## src/rtl/wws_pkg.sv

```systemverilog
package wws_pkg;
  typedef enum logic [1:0] {
    S_IDLE = 2'd0,
    S_CMD  = 2'd1,
    S_DATA = 2'd2,
    S_READ = 2'd3
  } wwsState_e;

  // Strobes from control to datapath
  typedef struct packed {
    logic start;     // latch command, clear counters
    logic loadElem;  // capture scratchpad word
    logic clrSel;    // force sub-block select to zero
    logic beatFire;  // a beat was accepted
  } dpCtl_t;

  // Status from datapath to control
  typedef struct packed {
    logic lastSub;   // select points at last sub-block
    logic padMode;   // all real elements sent
    logic lastElem;  // current element is the final real one
    logic finalBeat; // current beat is the last of the burst
  } dpSts_t;
endpackage

```

## src/rtl/wwsCtrl.sv

```systemverilog
module wwsCtrl
  import wws_pkg::*;
(
  input  logic   clk,
  input  logic   rstN,
  input  logic   cmdValid,
  input  logic   awReady,
  input  logic   wReady,
  input  dpSts_t sts,
  output logic   cmdReady,
  output logic   awValid,
  output logic   wValid,
  output logic   done,
  output dpCtl_t ctl
);
  wwsState_e state, nextState;
  logic doneQ;

  always_comb begin
    nextState = state;
    ctl = '0;
    cmdReady = 1'b0;
    awValid = 1'b0;
    wValid = 1'b0;
    case (state)
      S_IDLE: begin
        cmdReady = 1'b1;
        if (cmdValid) begin
          ctl.start = 1'b1;
          nextState = S_CMD;
        end
      end
      S_CMD: begin
        awValid = 1'b1;
        ctl.loadElem = 1'b1;
        ctl.clrSel = 1'b1;
        if (awReady) nextState = S_DATA;
      end
      S_DATA: begin
        wValid = 1'b1;
        if (wReady) begin
          ctl.beatFire = 1'b1;
          if (sts.finalBeat) nextState = S_IDLE;
          else if (sts.lastSub && !sts.padMode && !sts.lastElem) nextState = S_READ;
        end
      end
      default: begin
        ctl.loadElem = 1'b1;
        nextState = S_DATA;
      end
    endcase
  end

  always_ff @(posedge clk) begin
    if (!rstN) begin
      state <= S_IDLE;
      doneQ <= 1'b0;
    end else begin
      state <= nextState;
      doneQ <= (state == S_DATA) && wReady && sts.finalBeat;
    end
  end

  assign done = doneQ;
endmodule

```

## src/rtl/wwsDatapath.sv

```systemverilog
module wwsDatapath
  import wws_pkg::*;
#(
  parameter int ELEM_W = 128,
  parameter int BEAT_W = 64,
  parameter int SP_AW  = 8,
  parameter int DST_AW = 32,
  parameter int CNT_W  = 8,
  parameter int LEN_W  = 8
) (
  input  logic              clk,
  input  logic              rstN,
  input  dpCtl_t            ctl,
  input  logic [SP_AW-1:0]  cmdSpAddr,
  input  logic [DST_AW-1:0] cmdDstAddr,
  input  logic [CNT_W-1:0]  cmdCount,
  input  logic [LEN_W-1:0]  cmdLen,
  input  logic [ELEM_W-1:0] spRdData,
  output logic [SP_AW-1:0]  spRdAddr,
  output logic [DST_AW-1:0] awAddr,
  output logic [LEN_W-1:0]  awLen,
  output logic [BEAT_W-1:0] wData,
  output logic              wLast,
  output dpSts_t            sts
);
  localparam int SUBS  = ELEM_W / BEAT_W;
  localparam int SEL_W = (SUBS > 1) ? $clog2(SUBS) : 1;
  localparam logic [SEL_W-1:0] LAST_SEL = SEL_W'(SUBS - 1);

  logic [SUBS-1:0][BEAT_W-1:0] elemReg;
  logic [SEL_W-1:0]  sel;
  logic [SP_AW-1:0]  rdPtr;
  logic [CNT_W-1:0]  colCnt, countReg;
  logic [LEN_W-1:0]  beatCnt, lenReg;
  logic [DST_AW-1:0] dstReg;

  always_ff @(posedge clk) begin
    if (!rstN) begin
      elemReg  <= '0;
      sel      <= '0;
      rdPtr    <= '0;
      colCnt   <= '0;
      countReg <= '0;
      beatCnt  <= '0;
      lenReg   <= '0;
      dstReg   <= '0;
    end else begin
      if (ctl.start) begin
        rdPtr    <= cmdSpAddr;
        dstReg   <= cmdDstAddr;
        countReg <= cmdCount;
        lenReg   <= cmdLen;
        colCnt   <= '0;
        beatCnt  <= '0;
      end
      if (ctl.loadElem) elemReg <= spRdData;
      // every pointer moves only on an accepted beat
      if (ctl.clrSel || ctl.start) sel <= '0;
      else if (ctl.beatFire) sel <= (sel == LAST_SEL) ? '0 : sel + 1'b1;
      if (ctl.beatFire) begin
        beatCnt <= beatCnt + 1'b1;
        if (sel == LAST_SEL && !sts.padMode) begin
          colCnt <= colCnt + 1'b1;
          rdPtr  <= rdPtr + 1'b1;
        end
      end
    end
  end

  assign sts.lastSub   = (sel == LAST_SEL);
  assign sts.padMode   = (colCnt == countReg);
  assign sts.lastElem  = (colCnt == countReg - CNT_W'(1));
  assign sts.finalBeat = (beatCnt == lenReg);

  assign spRdAddr = rdPtr;
  assign awAddr   = dstReg;
  assign awLen    = lenReg;
  assign wData    = sts.padMode ? '0 : elemReg[sel];
  assign wLast    = sts.finalBeat;
endmodule

```

## src/rtl/wideWriteStreamer.sv

```systemverilog
module wideWriteStreamer
  import wws_pkg::*;
#(
  parameter int ELEM_W = 128,
  parameter int BEAT_W = 64,
  parameter int SP_AW  = 8,
  parameter int DST_AW = 32,
  parameter int CNT_W  = 8,
  parameter int LEN_W  = 8
) (
  input  logic                clk,
  input  logic                rstN,
  input  logic                cmdValid,
  output logic                cmdReady,
  input  logic [SP_AW-1:0]    cmdSpAddr,
  input  logic [DST_AW-1:0]   cmdDstAddr,
  input  logic [CNT_W-1:0]    cmdCount,
  input  logic [LEN_W-1:0]    cmdLen,
  output logic [SP_AW-1:0]    spRdAddr,
  input  logic [ELEM_W-1:0]   spRdData,
  output logic                awValid,
  input  logic                awReady,
  output logic [DST_AW-1:0]   awAddr,
  output logic [LEN_W-1:0]    awLen,
  output logic                wValid,
  input  logic                wReady,
  output logic [BEAT_W-1:0]   wData,
  output logic [BEAT_W/8-1:0] wStrb,
  output logic                wLast,
  output logic                done
);
  dpCtl_t ctl;
  dpSts_t sts;

  wwsCtrl u_ctrl (
    .clk(clk), .rstN(rstN), .cmdValid(cmdValid), .awReady(awReady),
    .wReady(wReady), .sts(sts), .cmdReady(cmdReady), .awValid(awValid),
    .wValid(wValid), .done(done), .ctl(ctl)
  );

  wwsDatapath #(
    .ELEM_W(ELEM_W), .BEAT_W(BEAT_W), .SP_AW(SP_AW),
    .DST_AW(DST_AW), .CNT_W(CNT_W), .LEN_W(LEN_W)
  ) u_dp (
    .clk(clk), .rstN(rstN), .ctl(ctl), .cmdSpAddr(cmdSpAddr),
    .cmdDstAddr(cmdDstAddr), .cmdCount(cmdCount), .cmdLen(cmdLen),
    .spRdData(spRdData), .spRdAddr(spRdAddr), .awAddr(awAddr),
    .awLen(awLen), .wData(wData), .wLast(wLast), .sts(sts)
  );

  assign wStrb = '1;
endmodule

```

## config.mk

```make
export PLATFORM = sky130hd
export DESIGN_NAME = wideWriteStreamer
export DESIGN_NICKNAME = d
export VERILOG_FILES = /design/src/rtl/wws_pkg.sv /design/src/rtl/wwsCtrl.sv /design/src/rtl/wwsDatapath.sv /design/src/rtl/wideWriteStreamer.sv
export SDC_FILE = /design/constraint.sdc
export NUM_CORES = 1
export LEC_CHECK = 0
export ABC_AREA = 1
export CORE_MARGIN = 8
export CORE_UTILIZATION = 45
export CTS_BUF_LIST = sky130_fd_sc_hd__clkbuf_16
export DETAILED_ROUTE_END_ITERATION = 8
export HOLD_SLACK_MARGIN = 0.02
export PLACE_DENSITY = 0.84
export SYNTH_ARGS = -nofsm -noshare
export SYNTH_HDL_FRONTEND = slang
export SYNTH_SLANG_ARGS = --single-unit
```

## constraint.sdc

```tcl
create_clock -name clk -period 2.6 [get_ports clk]
set_input_delay 0.52 -clock clk [delete_from_list [all_inputs] [get_ports clk]]
set_output_delay 0.52 -clock clk [all_outputs]
set_load 0.05 [all_outputs]
```

Yosys cells after proc, flatten, opt, wreduce, memory -nomap -nowiden
Index checks and enable logic that the tools add are counted.
{"block": "word_totals", "regBits": 204, "inputBits": 189, "output_inout_bits": 125, "word_cells": 64}
{"block": "classes", "add_sub_neg": 5, "bitwise": 1, "reduce_logical": 12, "muxes": 25, "n_eq_ne": 9, "order_cmp": 1}
{"operator": "two-way mux 64 bit", "count": 3}
{"operator": "two-way mux 8 bit", "count": 8}
{"operator": "adder 8 x 1 -> 8 bit, second input constant", "count": 3}
{"operator": "equality test 8 bit", "count": 3}
{"operator": "two-way mux 2 bit", "count": 5}
{"operator": "two-way mux 1 bit", "count": 8}
{"operator": "subtractor 8 x 1 -> 8 bit, second input constant", "count": 1}
{"operator": "!= test 2 bit, second input constant", "count": 3}
{"operator": "one-hot mux 2 bit (3 select lines)", "count": 1}
{"operator": "logical AND 1 bit", "count": 4}
{"operator": "AND reduction 4 bit", "count": 1}
{"operator": "OR reduction 2 bit", "count": 2}
{"operator": "!= test 3 x 2 -> 1 bit, second input constant", "count": 1}
{"operator": "equality test 2 x 1 -> 1 bit, second input constant", "count": 1}
{"operator": "equality test 2 bit, second input constant", "count": 1}
{"operator": "logical NOT 1 bit", "count": 2}
{"operator": "logical NOT 2 bit", "count": 1}
{"operator": "< comparator 1 x 2 -> 1 bit, second input constant", "count": 1}
{"operator": "nonzero test 2 bit", "count": 1}
{"operator": "adder 1 bit, second input constant", "count": 1}
{"operator": "logical OR 1 bit", "count": 1}
{"operator": "inverter 1 bit", "count": 1}

Logic depth before layout (Yosys ltp)
{"block": "depth", "depth_word": 8, "mapped_depth": 14, "ltp_nobuf": 14}

Hierarchy
Synthesis repeated with hierarchy kept, for this count alone.
{"block": "hier_totals", "hier_cells": 1319, "hier_area_um2": 9077.5}
{"mod": "wwsDatapath", "cells_each": 1269, "area_per_inst_um2": 8770.9, "seq_area_each_um2": 4023.9, "n_inst": 1}
{"mod": "wwsCtrl", "cells_each": 41, "area_per_inst_um2": 242.7, "seq_area_each_um2": 60.1, "n_inst": 1}
{"mod": "wideWriteStreamer", "cells_each": 9, "area_per_inst_um2": 63.8, "seq_area_each_um2": 0.0, "n_inst": 1}

Worst setup path after synthesis
Ideal clock, no wire load.
{"block": "synth_path", "path_kind": "register -> output", "start": "register u_dp.sel", "end": "output port wData[13]", "t_arrival_ns": 1.798, "n_path_buf": 2, "path_stages_with_launch": 5, "slack_ns": 0.282, "t_required_ns": 2.080, "cell_sequence": "dfxtp_1 > clkbuf_1 > clkbuf_1 > nand2_1 > a21oi_1"}
{"block": "synth_via", "elab_chain_len": 3}
{"element": "from (decl)", "line_no": "wwsDatapath.sv:31", "source": "logic [SEL_W-1:0] sel;"}
{"element": "from (signal assigned)", "line_no": "wwsDatapath.sv:59", "source": "else if (ctl.beatFire) sel <= (sel == LAST_SEL) ? '0 : sel + 1'b1;"}
{"element": "two-way mux 64 bit (not written as such) (2 in a row)", "line_no": "wwsDatapath.sv:78", "source": "assign wData = sts.padMode ? '0 : elemReg[sel];"}
{"element": "two-way mux 64 bit", "line_no": "wwsDatapath.sv:78"}
{"element": "to (decl)", "line_no": "wideWriteStreamer.sv:27", "source": "output logic [BEAT_W-1:0] wData,"}
No other way between the ends. The select of a mux whose other input is x is not followed.

Worst setup path in the final report
{"block": "layout_path", "start": "register u_dp.countReg[4]", "end": "output port wData[43]"}
{"block": "layout_via", "elab_chain_len": 2}
{"element": "from (decl)", "line_no": "wwsDatapath.sv:33", "source": "logic [CNT_W-1:0] colCnt, countReg;"}
{"element": "from (signal assigned)", "line_no": "wwsDatapath.sv:51", "source": "countReg <= cmdCount;"}
{"element": "equality test 8 bit", "line_no": "wwsDatapath.sv:71", "source": "assign sts.padMode = (colCnt == countReg);"}
{"element": "two-way mux 64 bit", "line_no": "wwsDatapath.sv:78"}
No other way between the ends.

==> reports/qor.yml <==
cells_and_area:
  regArea_um2: 4110
  nets: 1754
  fin_util: 0.665
  diodes: 0
  stdcell_count: 1838
  multi_input_area_um2: 4280
  syn_to_final_growth_pct: 45.7
  layout-drive-gt1-share: 0.128
  fill_cells: 1632
floorplanning:
  rows: 51
  start_util: 0.456
  core_um2: 19400
  die_w_um: 156
  die_area_um2: 24400
  ioPinCount: 314
  die_h_um: 156
global_route:
  grt_pass1_wl_um: 46200
  grtUsageTotal: 0.230
  grt_max_degree: 85
  grt_pass1_vias: 9175
  antenna_found_initial: 0
  gr-total-overflow: 0
route:
  avgRoutedWirePerCell_um: 16.8
  drc: 0
  ant_nets: 0
  vias_per_cell: 5.23
  vias: 9605
  drtPass1Iterations: 5
  wirelength_um: 30800
  drt-initial-drc-count: 638
clock_network:
  clk_pin_slew_worst_paths_ns: 0.06
  h-tree-depth: 1
  cts_hold_buffers: 0
  cts-buffers-inserted: 23
  cts-root-buf: "clkbuf_16"
  cts_sinks: 204
  cts_tree: "yes"
  insertion_delay_ns: 0.50
  clockBufferDepth: 3
logic_synthesis:
  synth_compound_area_frac: 0.176
  synthAdderAreaFrac: 0.00566
  synth_warnings: 0
  synthCells: 1275
  synth_mux_area_frac: 0.00113
  synth_top_family_by_area: "simple AND/OR/NAND/NOR gates"
  syn-cell-area_um2: 8850
  synth-seq-area-share: 0.462
  synth_seq_cells: 204
  synth_ff_type: "dfxtp_1"
  synthSimpleGateAreaFrac: 0.273
  syn_area_per_cell_um2: 6.94
  synth_edf_count: 0
  synth_xor_area_frac: 0.0168
  ys_types: 37
  async_reset_ff_frac: 0
setup_path:
  slowest_delay_ns: 0.35
  cpMostUsedCell: "nand2_1"
  cp_slowest_cell: "dfxtp_2"
  worstSetupStartpoint: "u_dp.countReg[4]"
  end_kind: "primary output"
  critPathArrivalTime_ns: 2.02
  startpoint_type: "flip-flop"
  timing.rr.start: "u_ctrl.state[0]"
  r2r-end: "u_dp.elemReg[24]"
  ff2ff_setup_slack_ns: 0.70
  crit_chain: "inv_1 > nand2_1 > nand2_1 > nor3_4 > nand2_4 > clkinv_8 > buf_12 > a21oi_1 > buf_4"
  crit_end: "wData[43]"
  path_class: "flip-flop to primary output"
  r2r_cells: 4
  critPathRequiredTime_ns: 2.08
  path_max_fanout: 16
timing:
  hold_viol: 0
  slew_headroom: 0.532
  tns_ns: 0
  fin_crit_sh: 0.978
  max_freq_mhz: 393
  report.final.slew_viol_count: 0
  finClkSkew_ns: 0.00656
  period_needed_ns: 2.54
  setup_viol: 0
  tightest_slew_ns: 0.701
  rsz0062_at_grt: "true"
hold_path:
  hold_class: "input pin to flip-flop"
  worstHoldStart: "rstN"
job:
  maxCapViolCount: 0
status:
  outcome: "finished, final reports clean"
power:
  power.internal_mw: 7.99
  p_sw_mw: 6.52
  p_comb_frac: 0.487
  swShare: 0.450
  p_per_area_nw_per_um2: 1130
  power_frac_seq: 0.319
  ir_drop_mv: 0.934
  p_leak_nw: 5.39
  pwr-share-clk: 0.193
placed_design:
  numPortBuffers: 305
  placedCellCount: 1793
  dp.final_hpwl_um: 20800
  place_congestion: 0.903
worst max-delay path: cells and delay by family (launching register included):
kind,cells,cell delay (ns)
simple gates,4,0.57
buf+inv,4,0.53
flops,1,0.35
compound gates,1,0.07
power groups by stage:
stage / logic [mW] / registers, mW / clock network (mW)
after CTS: 6.80 / 4.60 / 2.87
after global routing: 7.57 / 4.73 / 3.00
after floorplan: 3.96 / 5.17 / 0
after global placement: 6.51 / 4.61 / 0
final: 7.07 / 4.64 / 2.81
after detailed placement: 6.60 / 4.64 / 0
final cells by class:
cell class              count  area share
inverters                  42      0.0135
flip-flops and latches    204       0.319
clock inverters            14     0.00475
repair buffers            346       0.260
clock buffers              23      0.0446
well taps                 265      0.0257
multi-input cells         944       0.332
per-stage QoR:
step           worst slack, ns  hold slack [ns]  total power, mW  cell area, um^2
5_1_grt                -0.0279            0.408             15.3            12900
2_1_floorplan            0.282            0.458             9.12             8870
6_report                0.0571            0.417             14.5            12900
4_1_cts               -0.00654            0.387             14.3            12700
3_5_place_dp             0.457            0.472             11.2            12000
3_3_place_gp             0.508            0.463             11.1            12000
cell usage after synthesis (4+ instances only):
cell | instances | share of area
nor2_1 | 372 | 0.16
dfxtp_1 | 204 | 0.46
nand2_1 | 203 | 0.086
o21ai_0 | 193 | 0.11
a21oi_1 | 86 | 0.049
clkbuf_1 | 56 | 0.024
inv_1 | 35 | 0.015
buf_2 | 23 | 0.013
nand3_1 | 13 | 0.0074
buf_4 | 10 | 0.0085
xnor2_1 | 10 | 0.0099
nand2_2 | 8 | 0.0057
o21ai_1 | 8 | 0.0045
xor2_1 | 7 | 0.0069
inv_2 | 6 | 0.0025
ha_1 | 4 | 0.0057
sequential cells by signal, summed over array words and instances (netlist names):
| name | count |
|---|---|
| u_ctrl.done | 1 |
| u_ctrl.state | 2 |
| u_dp.awAddr | 32 |
| u_dp.awLen | 8 |
| u_dp.beatCnt | 8 |
| u_dp.colCnt | 8 |
| u_dp.countReg | 8 |
| u_dp.elemReg | 128 |
| u_dp.sel | 1 |
| u_dp.spRdAddr | 8 |
metal layers:
layer  up-vias  part of all wire  global-route usage
li1       4656                 -                   -
met1      4389              0.40               0.273
met2       476              0.47               0.389
met3        84             0.094              0.0645
met4         0             0.040              0.0879
met5         -                 0                   0
how the worst min path moves through the flow:
stage                                   to  slack [ns]  cells after the start
final                      u_ctrl.state[0]        0.42                      3
after global routing      u_dp.spRdAddr[1]        0.41                      3
after CTS                  u_ctrl.state[0]        0.39                      3
after detailed placement   u_dp.awAddr[14]        0.47                      2
after global placement      u_dp.awAddr[9]        0.46                      2
after floorplan            u_dp.beatCnt[7]        0.46                      1
layout by cell type, fill, tap and decap left out, types with 14 or more instances in the layout:
master | Yosys | layout
dfxtp_1 | 204 | 186
buf_4 | 10 | 97
nand2_1 | 203 | 202
inv_1 | 35 | 40
o21ai_0 | 193 | 193
dfxtp_2 | 0 | 16
a21oi_1 | 86 | 73
clkdlybuf4s50_1 | 0 | 237
a21oi_2 | 1 | 14
clkbuf_16 | 0 | 25
nor2_1 | 372 | 372
kinds of logic after synthesis:
kind of cell               Yosys count
other                                1
muxes                                1
xor gates and xnor gates            17
AOI/OAI and AO/OA                  301
DFF                                204
and+or+nand+nor                    613
adders and majority gates            4
buffers and inverters              134
what timing repair did:
item / CTS / global route
gates resized for setup: 13 / 32
setup buffers: 2 / 1
endpoints found under the setup margin: 64 / 64
cloned: 2 / 3
pin swaps: 1 / 4
Note: power is estimated with default switching activity, not from simulation.
